$ cat config.mk
export PLATFORM = sky130hd
export DESIGN_NAME = daddaApproxMul
export DESIGN_NICKNAME = d
export VERILOG_FILES = /design/src/rtl/dmulPkg.sv /design/src/rtl/dmulComp42.sv /design/src/rtl/dmulRowComp.sv /design/src/rtl/dmulZeroCtl.sv /design/src/rtl/dmulDatapath.sv /design/src/rtl/daddaApproxMul.sv
export SDC_FILE = /design/constraint.sdc
export NUM_CORES = 1
export LEC_CHECK = 0
export CAP_MARGIN = 5
export CORE_MARGIN = 1
export CORE_UTILIZATION = 55
export DETAILED_ROUTE_END_ITERATION = 10
export GPL_ROUTABILITY_DRIVEN = 0
export GPL_TIMING_DRIVEN = 0
export PLACE_DENSITY_LB_ADDON = 0.3
export SYNTH_ARGS = -nofsm -noshare
export SYNTH_HDL_FRONTEND = slang
export SYNTH_SLANG_ARGS = --single-unit
$ cat constraint.sdc
create_clock -name vclk -period 6.3
set_input_delay 0.63 -clock vclk [all_inputs]
set_output_delay 0.63 -clock vclk [all_outputs]
set_load 0.01 [all_outputs]
$ cat src/rtl/dmulPkg.sv
package dmulPkg;

  // Build-time choice of where approximate compressor cells are used.
  typedef enum logic [1:0] {
    APPROX_NONE = 2'd0,  // every compressor exact
    APPROX_LATE = 2'd1,  // second phase approximate
    APPROX_ALL  = 2'd2   // both phases approximate
  } approxMode_e;

  // Strobes from the control unit to the datapath.
  typedef struct packed {
    logic forceZero;
  } ctlStrb_t;

  // Rows fed to one compressor row.
  localparam int unsigned COMP_IN = 4;

endpackage

$ cat src/rtl/dmulComp42.sv
// Four-input compressor cell without carry-in.
// Output value = sumOut + 2*carryOut + 2*coutOut.
module dmulComp42 #(
  parameter bit APPROX = 1'b0
) (
  input  logic [3:0] bitsIn,
  output logic       sumOut,
  output logic       carryOut,
  output logic       coutOut
);

  logic [2:0] ones;

  always_comb begin
    ones = 3'(bitsIn[0]) + 3'(bitsIn[1]) + 3'(bitsIn[2]) + 3'(bitsIn[3]);
  end

  assign carryOut = (ones >= 3'd2);
  assign coutOut  = (ones == 3'd4);

  generate
    if (APPROX) begin : gApprox
      // Minterms with three ones lose their low bit (1 -> 0 only).
      assign sumOut = (ones == 3'd1);
    end else begin : gExact
      assign sumOut = ones[0];
    end
  endgenerate

endmodule

$ cat src/rtl/dmulRowComp.sv
// Applies a compressor cell to every column of four equal-width rows.
// The top column can never hold more than one set bit, because the total
// never exceeds the largest product, so it needs only a parity gate.
module dmulRowComp #(
  parameter int unsigned W      = 16,
  parameter bit          APPROX = 1'b0
) (
  input  logic [W-1:0] rowA,
  input  logic [W-1:0] rowB,
  input  logic [W-1:0] rowC,
  input  logic [W-1:0] rowD,
  output logic [W-1:0] sumW,
  output logic [W-1:0] carW,
  output logic [W-1:0] couW
);

  logic [W-2:0] carRaw;
  logic [W-2:0] couRaw;

  genvar c;
  generate
    for (c = 0; c < W - 1; c++) begin : gCol
      dmulComp42 #(.APPROX(APPROX)) uCell (
        .bitsIn  ({rowD[c], rowC[c], rowB[c], rowA[c]}),
        .sumOut  (sumW[c]),
        .carryOut(carRaw[c]),
        .coutOut (couRaw[c])
      );
    end
  endgenerate

  assign sumW[W-1] = rowA[W-1] ^ rowB[W-1] ^ rowC[W-1] ^ rowD[W-1];
  assign carW      = {carRaw, 1'b0};
  assign couW      = {couRaw, 1'b0};

endmodule

$ cat src/rtl/dmulZeroCtl.sv
// Control side: raises the zero strobe when either operand is zero.
module dmulZeroCtl
  import dmulPkg::*;
#(
  parameter int unsigned OP_W = 8
) (
  input  logic [OP_W-1:0] opA,
  input  logic [OP_W-1:0] opB,
  output ctlStrb_t        strb
);

  always_comb begin
    strb           = '0;
    strb.forceZero = (opA == '0) || (opB == '0);
  end

endmodule

$ cat src/rtl/dmulDatapath.sv
// Partial products, two reduction phases and the final adder.
module dmulDatapath
  import dmulPkg::*;
#(
  parameter int unsigned OP_W      = 8,
  parameter bit          APPROX_P1 = 1'b0,
  parameter bit          APPROX_P2 = 1'b0
) (
  input  logic [OP_W-1:0]   opA,
  input  logic [OP_W-1:0]   opB,
  input  ctlStrb_t          strb,
  output logic [2*OP_W-1:0] product
);

  localparam int unsigned PROD_W = 2 * OP_W;
  localparam int unsigned ROWS   = OP_W;
  localparam int unsigned GROUPS = ROWS / COMP_IN;
  localparam int unsigned MIDS   = 2 * GROUPS;

  // Full-adder row: three rows in, {carry row, sum row} out.
  function automatic logic [2*PROD_W-1:0] faRow(input logic [PROD_W-1:0] x,
                                                 input logic [PROD_W-1:0] y,
                                                 input logic [PROD_W-1:0] z);
    logic [PROD_W-1:0] s;
    logic [PROD_W-2:0] m;
    s = x ^ y ^ z;
    m = (x[PROD_W-2:0] & y[PROD_W-2:0]) |
        (x[PROD_W-2:0] & z[PROD_W-2:0]) |
        (y[PROD_W-2:0] & z[PROD_W-2:0]);
    return {m, 1'b0, s};
  endfunction

  logic [PROD_W-1:0] pp  [ROWS];
  logic [PROD_W-1:0] s1  [GROUPS];
  logic [PROD_W-1:0] c1  [GROUPS];
  logic [PROD_W-1:0] d1  [GROUPS];
  logic [PROD_W-1:0] mid [MIDS];
  logic [PROD_W-1:0] s2, c2, d2, finX, finY, sumAll;

  // Partial products: one AND per operand bit pair.
  genvar r, g;
  generate
    for (r = 0; r < ROWS; r++) begin : gPp
      assign pp[r] = (PROD_W'(opA) & {PROD_W{opB[r]}}) << r;
    end

    // Phase one: each group of four rows -> three -> two.
    for (g = 0; g < GROUPS; g++) begin : gPh1
      dmulRowComp #(.W(PROD_W), .APPROX(APPROX_P1)) uRow (
        .rowA(pp[COMP_IN*g]),
        .rowB(pp[COMP_IN*g+1]),
        .rowC(pp[COMP_IN*g+2]),
        .rowD(pp[COMP_IN*g+3]),
        .sumW(s1[g]),
        .carW(c1[g]),
        .couW(d1[g])
      );
      assign {mid[2*g+1], mid[2*g]} = faRow(s1[g], c1[g], d1[g]);
    end
  endgenerate

  // Phase two: four rows -> three -> two.
  dmulRowComp #(.W(PROD_W), .APPROX(APPROX_P2)) uPh2 (
    .rowA(mid[0]),
    .rowB(mid[1]),
    .rowC(mid[2]),
    .rowD(mid[3]),
    .sumW(s2),
    .carW(c2),
    .couW(d2)
  );

  assign {finY, finX} = faRow(s2, c2, d2);
  assign sumAll       = finX + finY;
  assign product      = strb.forceZero ? '0 : sumAll;

endmodule

$ cat src/rtl/daddaApproxMul.sv
module daddaApproxMul
  import dmulPkg::*;
#(
  parameter int unsigned OP_W        = 8,
  parameter approxMode_e APPROX_MODE = APPROX_NONE
) (
  input  logic [OP_W-1:0]   opA,
  input  logic [OP_W-1:0]   opB,
  output logic [2*OP_W-1:0] product
);

  localparam bit P1_APPROX = (APPROX_MODE == APPROX_ALL);
  localparam bit P2_APPROX = (APPROX_MODE != APPROX_NONE);

  ctlStrb_t strb;

  dmulZeroCtl #(.OP_W(OP_W)) uCtl (
    .opA (opA),
    .opB (opB),
    .strb(strb)
  );

  dmulDatapath #(
    .OP_W     (OP_W),
    .APPROX_P1(P1_APPROX),
    .APPROX_P2(P2_APPROX)
  ) uDp (
    .opA    (opA),
    .opB    (opB),
    .strb   (strb),
    .product(product)
  );

endmodule

==> results of run 1 <==
[path summary, 6_finish.rpt]
check	cells past startpoint	slack [ns]	end
hold / removal	3	2.01	product[0]
setup / recovery	25	-0.25	product[13]
[Yosys cell counts (2+ instances only)]
cell and n:
inv_1 81, ha_1 75, and2_1 52, fa_1 39, nand2_1 26, nor2_1 23, nor3b_1 9, a21oi_1 7
o31ai_1 7, xor2_1 6, o21ai_0 4, or4_1 4, a211oi_1 3, a21o_1 2, and3_1 2, nand2b_1 2
nor3_1 2
[stage by stage]
| step | instances | power, mW | setup TNS (ns) | setup WS, ns |
|---|---|---|---|---|
| global placement | 459 | 1.02 | -8.75 | -1.38 |
| floorplan | 357 | 0.673 | 0 | 0.0982 |
| global route | 476 | 1.72 | -1.55 | -0.385 |
| detailed placement | 459 | 1.05 | -9.45 | -1.47 |
| CTS | 469 | 1.30 | -0.0204 | -0.0204 |
| finish | 476 | 1.59 | -0.658 | -0.248 |
[worst max-delay path, cell delays in order]
cell	delay (ns)
buf_12	0.11
and2_4	0.15
fa_1	0.53
ha_2	0.18
inv_2	0.05
ha_4	0.26
inv_4	0.04
o31ai_4	0.18
fa_1	0.49
fa_1	0.52
ha_2	0.21
inv_2	0.06
ha_4	0.27
inv_4	0.03
o31ai_4	0.18
fa_1	0.49
ha_4	0.31
buf_6	0.10
buf_6	0.08
o211ai_1	0.14
a21oi_2	0.26
nor2_2	0.10
o21ai_2	0.16
mux2i_1	0.21
buf_2	0.15
[power groups by stage]
stage	registers (mW)	logic, mW	clock network, mW
2_1_floorplan	0	0.673	0
3_3_place_gp	0	1.02	0
3_5_place_dp	0	1.05	0
4_1_cts	0	1.30	0
5_1_grt	0	1.72	0
6_report	0	1.59	0
[metal layers]
| layer | part of all wire | global-route usage | up-vias |
|---|---|---|---|
| met5 | 0 | 0 | - |
| met4 | 0.034 | 0.0761 | 0 |
| met3 | 0.021 | 0.00926 | 24 |
| met2 | 0.56 | 0.513 | 64 |
| met1 | 0.38 | 0.288 | 1326 |
| li1 | - | - | 1234 |
[what timing repair did]
action | in CTS | in global routing
pin swaps | 35 | 32
endpoints found under the setup margin | 8 | 7
gates cloned | 0 | 0
gates resized for setup | 156 | 53
hold buffers | 0 | 0
buffers inserted | 10 | 7
[logic make-up (layout without fill, tap and decap cells)]
kind of cell | Yosys count | in the layout | share of synthesized area
XOR/XNOR | 6 | 6 | 0.0177
buffers and inverters | 82 | 131 | 0.105
AND/OR/NAND/NOR | 123 | 123 | 0.223
adder cells (fa/ha/maj) | 114 | 114 | 0.580
multiplexers | 1 | 1 | 0.00338
AO/OA/AOI/OAI | 31 | 31 | 0.0706
[final cells by class]
type / instances / area share
Multi-Input combinational cell: 275 / 0.781
Timing Repair Buffer: 49 / 0.115
Inverter: 81 / 0.0796
Tap cell: 70 / 0.0226
Buffer: 1 / 0.00193
==> run summary, run 1 <==
Vias: 2648
leak pwr: 1.96 nW
DIE AREA: 5680 um^2
Crit path required time: 5.67 ns
Worst Setup End Kind: primary output
slew at the pin closest to its max-slew limit: 0.499 ns
post-synth top area share: 0.317
Sw Pwr: 797 uW
Worst VDD drop: 425 uV
Gate power share: 1.000
Yosys cell types: 30
DP HPWL: 5220 um
diode count: 0
Int Power: 792 uW
Syn Area/Cell: 8.30 um^2
Seq/Total Area, Yosys: 0
crit path launch type: input port
area leader, netlist: ha_1
first-pass GRT wire length: 11300 um
Pins Over Slew Limit: 0
Remaining DRCs: 0
unrepaired setup endpoints after global routing: true
Tmin final: 6.55 ns
Pwr Density: 409 nW/um^2
final-layout fill cell count: 376
nets: 538
Sw Ratio: 0.502
register area: 0 um^2
number of global-route vias before repair: 2738
via density per instance: 5.56
total core area: 5140 um^2
fraction of layout cells with a size suffix above 1: 0.246
chip width: 75.4 um
std cell rows: 26
Die H: 75.4 um
multi-input logic area: 3030 um^2
Crit Path Max Fanout: 5
cell area after synthesis: 2960 um^2
DRT antenna net count: 0
largest net degree at the start of global routing: 10
worst hold path class: in2out
commonest non-fill, non-tap cell in the layout: inv_1
status: finished with violations
WL/cell: 16.2 um
Max-Cap Viols: 0
CP Class: in2out
io pins: 32
hold_sp: opA[0]
PortBufs: 32
first drt pass iteration count: 4
most frequent cells in the layout: inv_1 (72), ha_1 (57), and2_1 (46)
Initial Util: 0.576
final setup vio count: 5
final core occ: 0.755
grt ovf: 0
Slew headroom: 0.665
Worst Setup SP: opB[0]
Yosys Warn Count: 0
Tot GR Track Use: 0.255
crit path DAT: 5.92 ns
area grow syn2layout: 31.1%
first-iteration detailed-routing DRC count: 97
Final Cycle Share: 1.04
post-route setup slack: -0.248 ns
power share of the sequential group: 0
Clock Power Share: 0
violated checks: setup timing
CLK BUF: 0
num sequential: 0
final WL: 7690 um
Mapped Nets: 487
DP Area: 3370 um^2
antenna violations before repair: 0
Fin. Hold Viols: 0
Synth area leaders: ha_1 (32%), fa_1 (26%), and2_1 (11%)
final instance area: 3880 um^2
post-synthesis instance total: 357
Min Hold Slack: 2.01 ns
Peak Freq: 153 MHz
No activity file was read; power rests on OpenSTA's default activity.
==> run 2: changes to the inputs <==
--- a/config.mk
+++ b/config.mk
@@ -9,7 +9,6 @@
 export CORE_MARGIN = 1
 export CORE_UTILIZATION = 55
 export DETAILED_ROUTE_END_ITERATION = 10
-export GPL_ROUTABILITY_DRIVEN = 0
 export GPL_TIMING_DRIVEN = 0
 export PLACE_DENSITY_LB_ADDON = 0.3
 export SYNTH_ARGS = -nofsm -noshare
==> results of run 2 <==
The final DEF is identical to that of run 1; final timing and power are the same.
==> run 3: changes to the inputs <==
--- a/config.mk
+++ b/config.mk
@@ -6,11 +6,11 @@
 export NUM_CORES = 1
 export LEC_CHECK = 0
 export CAP_MARGIN = 5
-export CORE_MARGIN = 1
 export CORE_UTILIZATION = 55
 export DETAILED_ROUTE_END_ITERATION = 10
 export GPL_TIMING_DRIVEN = 0
 export PLACE_DENSITY_LB_ADDON = 0.3
+export SLEW_MARGIN = 15
 export SYNTH_ARGS = -nofsm -noshare
 export SYNTH_HDL_FRONTEND = slang
 export SYNTH_SLANG_ARGS = --single-unit
==> results of run 3 <==
The final DEF is identical to that of run 1; final timing and power are the same.
